--- config.mk ---
export PLATFORM = sky130hd
export DESIGN_NAME = hs_own_ctrl
export DESIGN_NICKNAME = d
export VERILOG_FILES = /design/src/rtl/hs_pkg.sv /design/src/rtl/hs_seq.sv /design/src/rtl/hs_fec_store.sv /design/src/rtl/hs_stat_bank.sv /design/src/rtl/hs_own_ctrl.sv
export SDC_FILE = /design/constraint.sdc
export NUM_CORES = 1
export LEC_CHECK = 0
export BUFFER_PORTS_ARGS = -buffer_cell sky130_fd_sc_hd__buf_2
export CAP_MARGIN = 25
export CORE_MARGIN = 5
export CORE_UTILIZATION = 55
export CTS_CLUSTER_SIZE = 25
export DETAILED_ROUTE_END_ITERATION = 8
export PLACE_DENSITY_LB_ADDON = 0.25
export SYNTH_ARGS = -nofsm -noshare
export SYNTH_HDL_FRONTEND = slang
export SYNTH_SLANG_ARGS = --single-unit
--- constraint.sdc ---
create_clock -name clk -period 3.1 [get_ports clk]
set_input_delay 0.31 -clock clk [delete_from_list [all_inputs] [get_ports clk]]
set_output_delay 0.31 -clock clk [all_outputs]
set_load 0.02 [all_outputs]
--- src/rtl/hs_pkg.sv ---
// Package hs_pkg: shared types and fixed field positions for the startup
// handshake controller. Assumes one init word with done and start in the low
// bits and the FEC requests starting at bit 8.
package hs_pkg;

    // Sequencer states
    typedef enum logic [1:0] {
        ST_NOFW = 2'd0,   // no firmware: host owns the master, nothing runs
        ST_WAIT = 2'd1,   // armed firmware waiting for the host start bit
        ST_RUN  = 2'd2,   // engine owns the master and configures links
        ST_DONE = 2'd3    // configuration finished, host owns the master
    } hs_state_e;

    // Start-up behaviour chosen from the firmware version
    typedef enum logic [1:0] {
        BOOT_NOFW   = 2'd0,
        BOOT_ARMED  = 2'd1,
        BOOT_LEGACY = 2'd2
    } hs_boot_e;

    // Link FEC request codes
    typedef enum logic [1:0] {
        FEC_NONE = 2'd0,
        FEC_KR   = 2'd1,
        FEC_RS   = 2'd2
    } hs_fec_e;

    localparam int DONE_BIT  = 0;
    localparam int START_BIT = 1;
    localparam int FEC_LSB   = 8;
    localparam int MAJ_LSB   = 28;
    localparam int MAJ_W     = 4;

endpackage

--- src/rtl/hs_seq.sv ---
// Module hs_seq: start/done sequencer. The boot mode, derived from the
// firmware version, is loaded into the state register while reset is held.
// Assumes start_req_i and eng_done_i are single-cycle strobes.
module hs_seq
    import hs_pkg::*;
(
    input  logic     clk,
    input  logic     rst_n,
    input  hs_boot_e boot_mode_i,
    input  logic     start_req_i,
    input  logic     eng_done_i,
    output logic     start_o,
    output logic     done_o,
    output logic     go_o,
    output logic     host_sel_o
);

    hs_state_e state_q;
    logic      start_q;

    // State register: reset picks the entry state, then start and done advance it
    always_ff @(posedge clk) begin
        if (!rst_n) begin
            start_q <= 1'b0;
            case (boot_mode_i)
                BOOT_ARMED:  state_q <= ST_WAIT;
                BOOT_LEGACY: state_q <= ST_RUN;
                default:     state_q <= ST_NOFW;
            endcase
        end else begin
            case (state_q)
                ST_WAIT: if (start_req_i) begin
                    state_q <= ST_RUN;
                    start_q <= 1'b1;
                end
                ST_RUN: if (eng_done_i) state_q <= ST_DONE;
                default: state_q <= state_q;
            endcase
        end
    end

    // Output decode from the current state
    always_comb begin
        start_o    = start_q;
        done_o     = (state_q == ST_DONE);
        go_o       = (state_q == ST_RUN);
        host_sel_o = (state_q == ST_DONE) || (state_q == ST_NOFW);
    end

    // done never clears once set
    p_done_sticky_r9: assert property (@(posedge clk) disable iff (!rst_n)
        done_o |=> done_o);

    // a completion pulse while running sets done next cycle
    p_done_on_pulse_r8: assert property (@(posedge clk) disable iff (!rst_n)
        (go_o && eng_done_i) |=> (done_o && host_sel_o));

    // the start bit never falls outside reset
    p_start_hold_r5: assert property (@(posedge clk) disable iff (!rst_n)
        start_o |=> start_o);

endmodule

--- src/rtl/hs_fec_store.sv ---
// Module hs_fec_store: per-link FEC request registers. Each link keeps the
// raw 2-bit code the host wrote. Writes are dropped while lock_i is high
// (start accepted or done set). Assumes wdata_i is already aligned to link 0.
module hs_fec_store #(
    parameter  int LINKS = 8,
    parameter  int FEC_W = 2,
    localparam int FW    = LINKS * FEC_W
) (
    input  logic          clk,
    input  logic          rst_n,
    input  logic          we_i,
    input  logic          lock_i,
    input  logic [FW-1:0] wdata_i,
    output logic [FW-1:0] fec_o
);

    genvar g;
    generate
        for (g = 0; g < LINKS; g++) begin : g_link
            logic [FEC_W-1:0] code_q;

            // Link code register: loads from the host write unless locked
            always_ff @(posedge clk) begin
                if (!rst_n)                 code_q <= '0;
                else if (we_i && !lock_i)   code_q <= wdata_i[g*FEC_W +: FEC_W];
            end

            assign fec_o[g*FEC_W +: FEC_W] = code_q;
        end
    endgenerate

    // the requests do not move while locked
    p_fec_frozen_r4: assert property (@(posedge clk) disable iff (!rst_n)
        lock_i |=> $stable(fec_o));

    // an unlocked write lands exactly as written
    p_fec_load_r4: assert property (@(posedge clk) disable iff (!rst_n)
        (we_i && !lock_i) |=> (fec_o == $past(wdata_i)));

endmodule

--- src/rtl/hs_stat_bank.sv ---
// Module hs_stat_bank: one status word per retimer, loaded by the engine.
// Raises err_o while any word is at or above ERR_LIM. Assumes sel_i is
// below RTRS when we_i is high.
module hs_stat_bank #(
    parameter  int              RTRS    = 2,
    parameter  int              DW      = 32,
    parameter  logic [DW-1:0]   ERR_LIM = 32'h100,
    localparam int              SW      = (RTRS > 1) ? $clog2(RTRS) : 1
) (
    input  logic                 clk,
    input  logic                 rst_n,
    input  logic                 we_i,
    input  logic [SW-1:0]        sel_i,
    input  logic [DW-1:0]        val_i,
    output logic [RTRS*DW-1:0]   stat_o,
    output logic                 err_o
);

    logic [RTRS-1:0] over;

    genvar k;
    generate
        for (k = 0; k < RTRS; k++) begin : g_rtr
            logic [DW-1:0] word_q;

            // Status register: loads when the engine addresses this retimer
            always_ff @(posedge clk) begin
                if (!rst_n)                           word_q <= '0;
                else if (we_i && (sel_i == SW'(k)))   word_q <= val_i;
            end

            assign stat_o[k*DW +: DW] = word_q;
            assign over[k]            = (word_q >= ERR_LIM);

            // a load is visible in the next cycle
            p_stat_load_r10: assert property (@(posedge clk) disable iff (!rst_n)
                (we_i && (sel_i == SW'(k))) |=> (stat_o[k*DW +: DW] == $past(val_i)));
        end
    endgenerate

    // Error summary across retimers
    always_comb err_o = |over;

endmodule

--- src/rtl/hs_own_ctrl.sv ---
// Module hs_own_ctrl: top of the startup handshake and SPI ownership
// controller. Decodes the host register window, samples the firmware version
// during reset and ties the sequencer, FEC store and status bank together.
// Assumes fw_version is stable while rst_n is low.
module hs_own_ctrl
    import hs_pkg::*;
#(
    parameter  int             AW        = 16,
    parameter  int             DW        = 32,
    parameter  int             LINKS     = 8,
    parameter  int             FEC_W     = 2,
    parameter  int             RTRS      = 2,
    parameter  logic [AW-1:0]  INIT_ADDR = 16'h1000,
    parameter  logic [AW-1:0]  VER_ADDR  = 16'h1004,
    parameter  logic [AW-1:0]  STAT_BASE = 16'h1020,
    parameter  int             MAJ_ARM   = 3,
    parameter  logic [DW-1:0]  ERR_LIM   = 32'h100,
    localparam int             FW        = LINKS * FEC_W,
    localparam int             SELW      = (RTRS > 1) ? $clog2(RTRS) : 1
) (
    input  logic             clk,
    input  logic             rst_n,
    input  logic             bus_we,
    input  logic [AW-1:0]    bus_addr,
    input  logic [DW-1:0]    bus_wdata,
    output logic [DW-1:0]    bus_rdata,
    input  logic [DW-1:0]    fw_version,
    output logic             eng_go,
    output logic [FW-1:0]    eng_fec,
    input  logic             eng_done,
    input  logic             stat_we,
    input  logic [SELW-1:0]  stat_sel,
    input  logic [DW-1:0]    stat_val,
    output logic             init_err,
    output logic             spi_host_sel
);

    logic [DW-1:0]       ver_q;
    hs_boot_e            boot_mode;
    logic                init_we;
    logic                start_req;
    logic                start_flag;
    logic                done_flag;
    logic [FW-1:0]       fec_q;
    logic [RTRS*DW-1:0]  stat_words;
    logic [DW-1:0]       init_word;
    logic                unused_wbits;

    // Version capture: follows the engine while reset is held
    always_ff @(posedge clk) begin
        if (!rst_n) ver_q <= fw_version;
    end

    // Boot mode from the live version, consumed only inside reset
    always_comb begin
        if (fw_version == '0)
            boot_mode = BOOT_NOFW;
        else if (int'(fw_version[MAJ_LSB +: MAJ_W]) >= MAJ_ARM)
            boot_mode = BOOT_ARMED;
        else
            boot_mode = BOOT_LEGACY;
    end

    // Host write decode for the init word
    always_comb begin
        init_we   = bus_we && (bus_addr == INIT_ADDR);
        start_req = init_we && bus_wdata[START_BIT];
    end

    hs_seq u_seq (
        .clk         (clk),
        .rst_n       (rst_n),
        .boot_mode_i (boot_mode),
        .start_req_i (start_req),
        .eng_done_i  (eng_done),
        .start_o     (start_flag),
        .done_o      (done_flag),
        .go_o        (eng_go),
        .host_sel_o  (spi_host_sel)
    );

    hs_fec_store #(
        .LINKS (LINKS),
        .FEC_W (FEC_W)
    ) u_fec (
        .clk     (clk),
        .rst_n   (rst_n),
        .we_i    (init_we),
        .lock_i  (start_flag || done_flag),
        .wdata_i (bus_wdata[FEC_LSB +: FW]),
        .fec_o   (fec_q)
    );

    hs_stat_bank #(
        .RTRS    (RTRS),
        .DW      (DW),
        .ERR_LIM (ERR_LIM)
    ) u_stat (
        .clk    (clk),
        .rst_n  (rst_n),
        .we_i   (stat_we),
        .sel_i  (stat_sel),
        .val_i  (stat_val),
        .stat_o (stat_words),
        .err_o  (init_err)
    );

    assign eng_fec      = fec_q;
    assign unused_wbits = ^{bus_wdata[DW-1:FEC_LSB+FW], bus_wdata[FEC_LSB-1:START_BIT+1],
                            bus_wdata[DONE_BIT]};

    // Init word assembly from flags and link requests
    always_comb begin
        init_word                  = '0;
        init_word[DONE_BIT]        = done_flag;
        init_word[START_BIT]       = start_flag;
        init_word[FEC_LSB +: FW]   = fec_q;
    end

    // Read mux over the register window; unmapped addresses read zero
    always_comb begin
        bus_rdata = '0;
        if (bus_addr == INIT_ADDR)     bus_rdata = init_word;
        else if (bus_addr == VER_ADDR) bus_rdata = ver_q;
        for (int k = 0; k < RTRS; k++) begin
            if (bus_addr == STAT_BASE + AW'(4 * k)) bus_rdata = stat_words[k*DW +: DW];
        end
    end

    // engine run and host ownership exclude each other
    p_owner_excl_r11: assert property (@(posedge clk) disable iff (!rst_n)
        !(eng_go && spi_host_sel));

    // host ownership is never taken back before reset
    p_host_sticky_r7: assert property (@(posedge clk) disable iff (!rst_n)
        spi_host_sel |=> spi_host_sel);

    // an accepted start raises the run level on the next edge
    p_start_runs_r3: assert property (@(posedge clk) disable iff (!rst_n)
        (start_req && !start_flag && !done_flag && !eng_go && !spi_host_sel) |=> eng_go);

endmodule

==> results by group <==
Logic synthesis
  – Mapped Avg Cell Area: 8.66 µm²
  – Synth top area cells: dfxtp_1, edfxtp_1, nand2_1
  – Post-synth EDFFs: 34
  – Post-synthesis sequential area ratio: 51.3%
  – Netlist Area Pre-Place: 0.00515 mm²
  – Async SR Flop Fraction: 0%
  – Simple-Gate Fraction of Synth Area: 21.9%
  – Synth warn: 0
  – Share of the synthesized area in the top cell type: 31.5%
  – Synth Area in Adders: 0.728%
  – Mux share of post-synthesis cell area: 0.194%
  – Synth Area in XOR/XNOR: 0%
  – Cell taking the most area after synthesis: dfxtp_1
  – Yosys cell types: 38
  – Largest family of logic cells by synthesized area: simple AND/OR/NAND/NOR gates
  – Synth Net Count: 716
  – Ys flop type: dfxtp_1
  – Register bit total from synthesis: 115
  – Synth Instances: 595
  – Post-synthesis compound-gate area fraction: 20.9%

Floorplan
  – Die area: 0.0114 mm²
  – Die span in y: 107 µm
  – Num rows: 35
  – Initial core utilization: 56.0%
  – Core Region: 0.00920 mm²
  – DIE WIDTH: 107 µm
  – # IOs: 169

Clocking
  – CTS tree: yes
  – Postcts setup bufs: 0
  – H-tree Lvls: 4
  – Resize count post-CTS: 0
  – Clock Latency Late Sink: 510 ps
  – CTS buffer count: 17
  – Max Buffers Root-to-Sink: 2
  – CTS clk-pin slew, worst paths: 50 ps
  – Clock sinks: 115
  – CTS root buf: clkbuf_8

Power and ir drop
  – Clock power frac: 50.4%
  – Internal power: 3.10 mW
  – Combinational power share: 7.6%
  – Sw Pwr: 888 µW
  – Flop pwr share: 42.0%
  – Power Dens Cells: 583 mW/mm²
  – Sw Ratio: 22.3%
  – Max rail drop VDD: 0.000393 V
  – Leakage: 2.87 nW

Critical path
  – Setup slack, reg-to-reg: 1070 ps
  – Worst setup endpoint: bus_rdata[8]
  – CP arrival: 2480 ps
  – Setup crit start kind: input pin
  – Worst r2r path cells: 5
  – CP Launch Point: bus_addr[13]
  – Worst-path maximum fanout: 29
  – Crit path kind: input pin to primary output
  – Worst Path Required: 2790 ps
  – Critical Path End Type: primary output
  – Worst R2R End: u_fec.g_link[1].code_q[1]
  – FF-to-FF Start: u_seq.state_q[0]

Timing
  – RSZ-0062 raised after global routing: no
  – Clock Skews: 5.66 ps
  – Fmax achieved: 0.358 GHz
  – Setup TNS: 0 ps
  – Final hold viol count: 0
  – Max_slew headroom: 49.5%
  – Final number of setup-violating endpoints: 0
  – Fin crit period: 2790 ps
  – Max Slew Vio Count: 0
  – Tightest Pin Transition: 750 ps
  – Period utilization: 90.0%
  – Final worst slack: 309 ps

Route
  – Routed wire per std cell: 19.2 µm
  – DRT iter0 DRCs: 582
  – DR vias: 5419
  – DRC: 0
  – TritonRoute pass-1 iters: 5
  – Vias per inst: 6.12
  – Routed Antenna Nets: 0
  – Routed WL: 17000 µm

Final layout
  – Filler Cells Inserted: 664
  – Layout cell share with drive strength beyond 1: 26.9%
  – Layout area overhead: 32.7%
  – ANT cells: 0
  – Final Net Count: 882
  – Commonest non-fill, non-tap cell in the layout: buf_2
  – Commonest non-fill, non-tap cells in the layout: buf_2, nand2_1, a21oi_1

Placement
  – # port buffers: 153
  – Pre-CTS setup slack: 366 ps
  – RePlAce Congestion: 0.845
  – DP Wirelength: 11400 µm

Outcome
  – Status: complete, no violations

GRT
  – Largest net degree at the start of global routing: 97
  – Global-route wire length before repair: 26600 µm
  – Congestion Overflow GR: 0
  – Number of global-route vias before repair: 5386
  – GR Util All Layers: 29.7%
  – Initial antenna violation count: 0

Min path
  – Hold Crit Class: input pin to register
  – Hold Startpoint: fw_version[1]

Run
  – Max_cap viols: 0
per-stage QoR:
stage          power, mW  hold slack (ps)  util, %  std cells  area, µm²
6_report            3.99             21.9     74.4        885       6840
5_1_grt             4.10             8.25     74.4        885       6840
4_1_cts             3.99             3.99     74.4        885       6840
3_5_place_dp        1.97              445     65.3        832       6000
3_3_place_gp        1.96              441     65.3        832       6000
2_1_floorplan       1.83              409        -        595       5150
critical path, cell delays in order:
cell	delay (ps)
buf_2	100
or4b_1	720
nor4_4	330
buf_4	370
a2bb2oi_1	110
o21ai_0	300
buf_2	230
registers in the layout, indices dropped and copies added (netlist names):
| register | count |
|---|---|
| u_fec.g_link.code_q | 16 |
| u_seq.start_o | 1 |
| u_seq.state_q | 2 |
| u_stat.g_rtr.word_q | 64 |
| ver_q | 32 |
Yosys cell counts, types with 4 or more instances:
cell       count
nand2_1      145
a21oi_1      100
dfxtp_1       81
o21ai_0       42
edfxtp_1      34
clkbuf_1      23
nor4_1        23
nand3_1       20
inv_1         18
a222oi_1      14
a2bb2oi_1     14
buf_1          8
nand4_1        7
nor2_1         7
buf_2          6
buf_4          6
nor3_1         5
or4_1          5
o21ai_1        4
power by group through the flow:
stage	combinational [mW]	sequential (mW)	clock, mW
2_1_floorplan	0.141	1.69	0
3_3_place_gp	0.264	1.70	0
3_5_place_dp	0.273	1.70	0
4_1_cts	0.296	1.67	2.02
5_1_grt	0.328	1.68	2.09
6_report	0.302	1.67	2.01
logic make-up (layout without fill, tap and decap cells):
kind of cell               Yosys count  in the layout
AOI/OAI and AO/OA                  183            183
buffers and inverters               61            240
muxes                                1              1
DFF                                115            115
adders and majority gates            3              3
and+or+nand+nor                    232            232
final cells by class:
class	count	area, µm²	share of cell area (%)
Sequential cell	115	2640	38.6
Clock buffer	25	537	7.85
Timing Repair Buffer	190	1110	16.2
Tap cell	111	139	2.03
Inverter	18	68.8	1.01
Multi-Input combinational cell	419	2250	33.0
Clock inverter	7	87.6	1.28
per-layer routing:
layer  vias to the layer above  global-route usage (%)  share of wire (%)
li1                       2498                       -                  -
met1                      2537                    36.8                 38
met2                       331                    51.0                 50
met3                        53                    5.18                8.7
met4                         0                    12.8                3.5
met5                         -                       0                  0
how the worst min path moves through the flow:
stage               cells past startpoint                         to  slack, ps
global route                            1                  ver_q[10]          8
global placement                        2  u_stat.g_rtr[0].word_q[5]        440
finish                                  1                   ver_q[1]         20
detailed placement                      2  u_stat.g_rtr[0].word_q[1]        440
CTS                                     1                   ver_q[1]          4
floorplan                               0                   ver_q[0]        410
repair_timing:
action / in CTS / in global routing
hold endpoints to repair: 21 / 0
hold buffers: 21 / 0
endpoints found under the setup margin: 0 / 0
(Power assumes the default switching activity.)
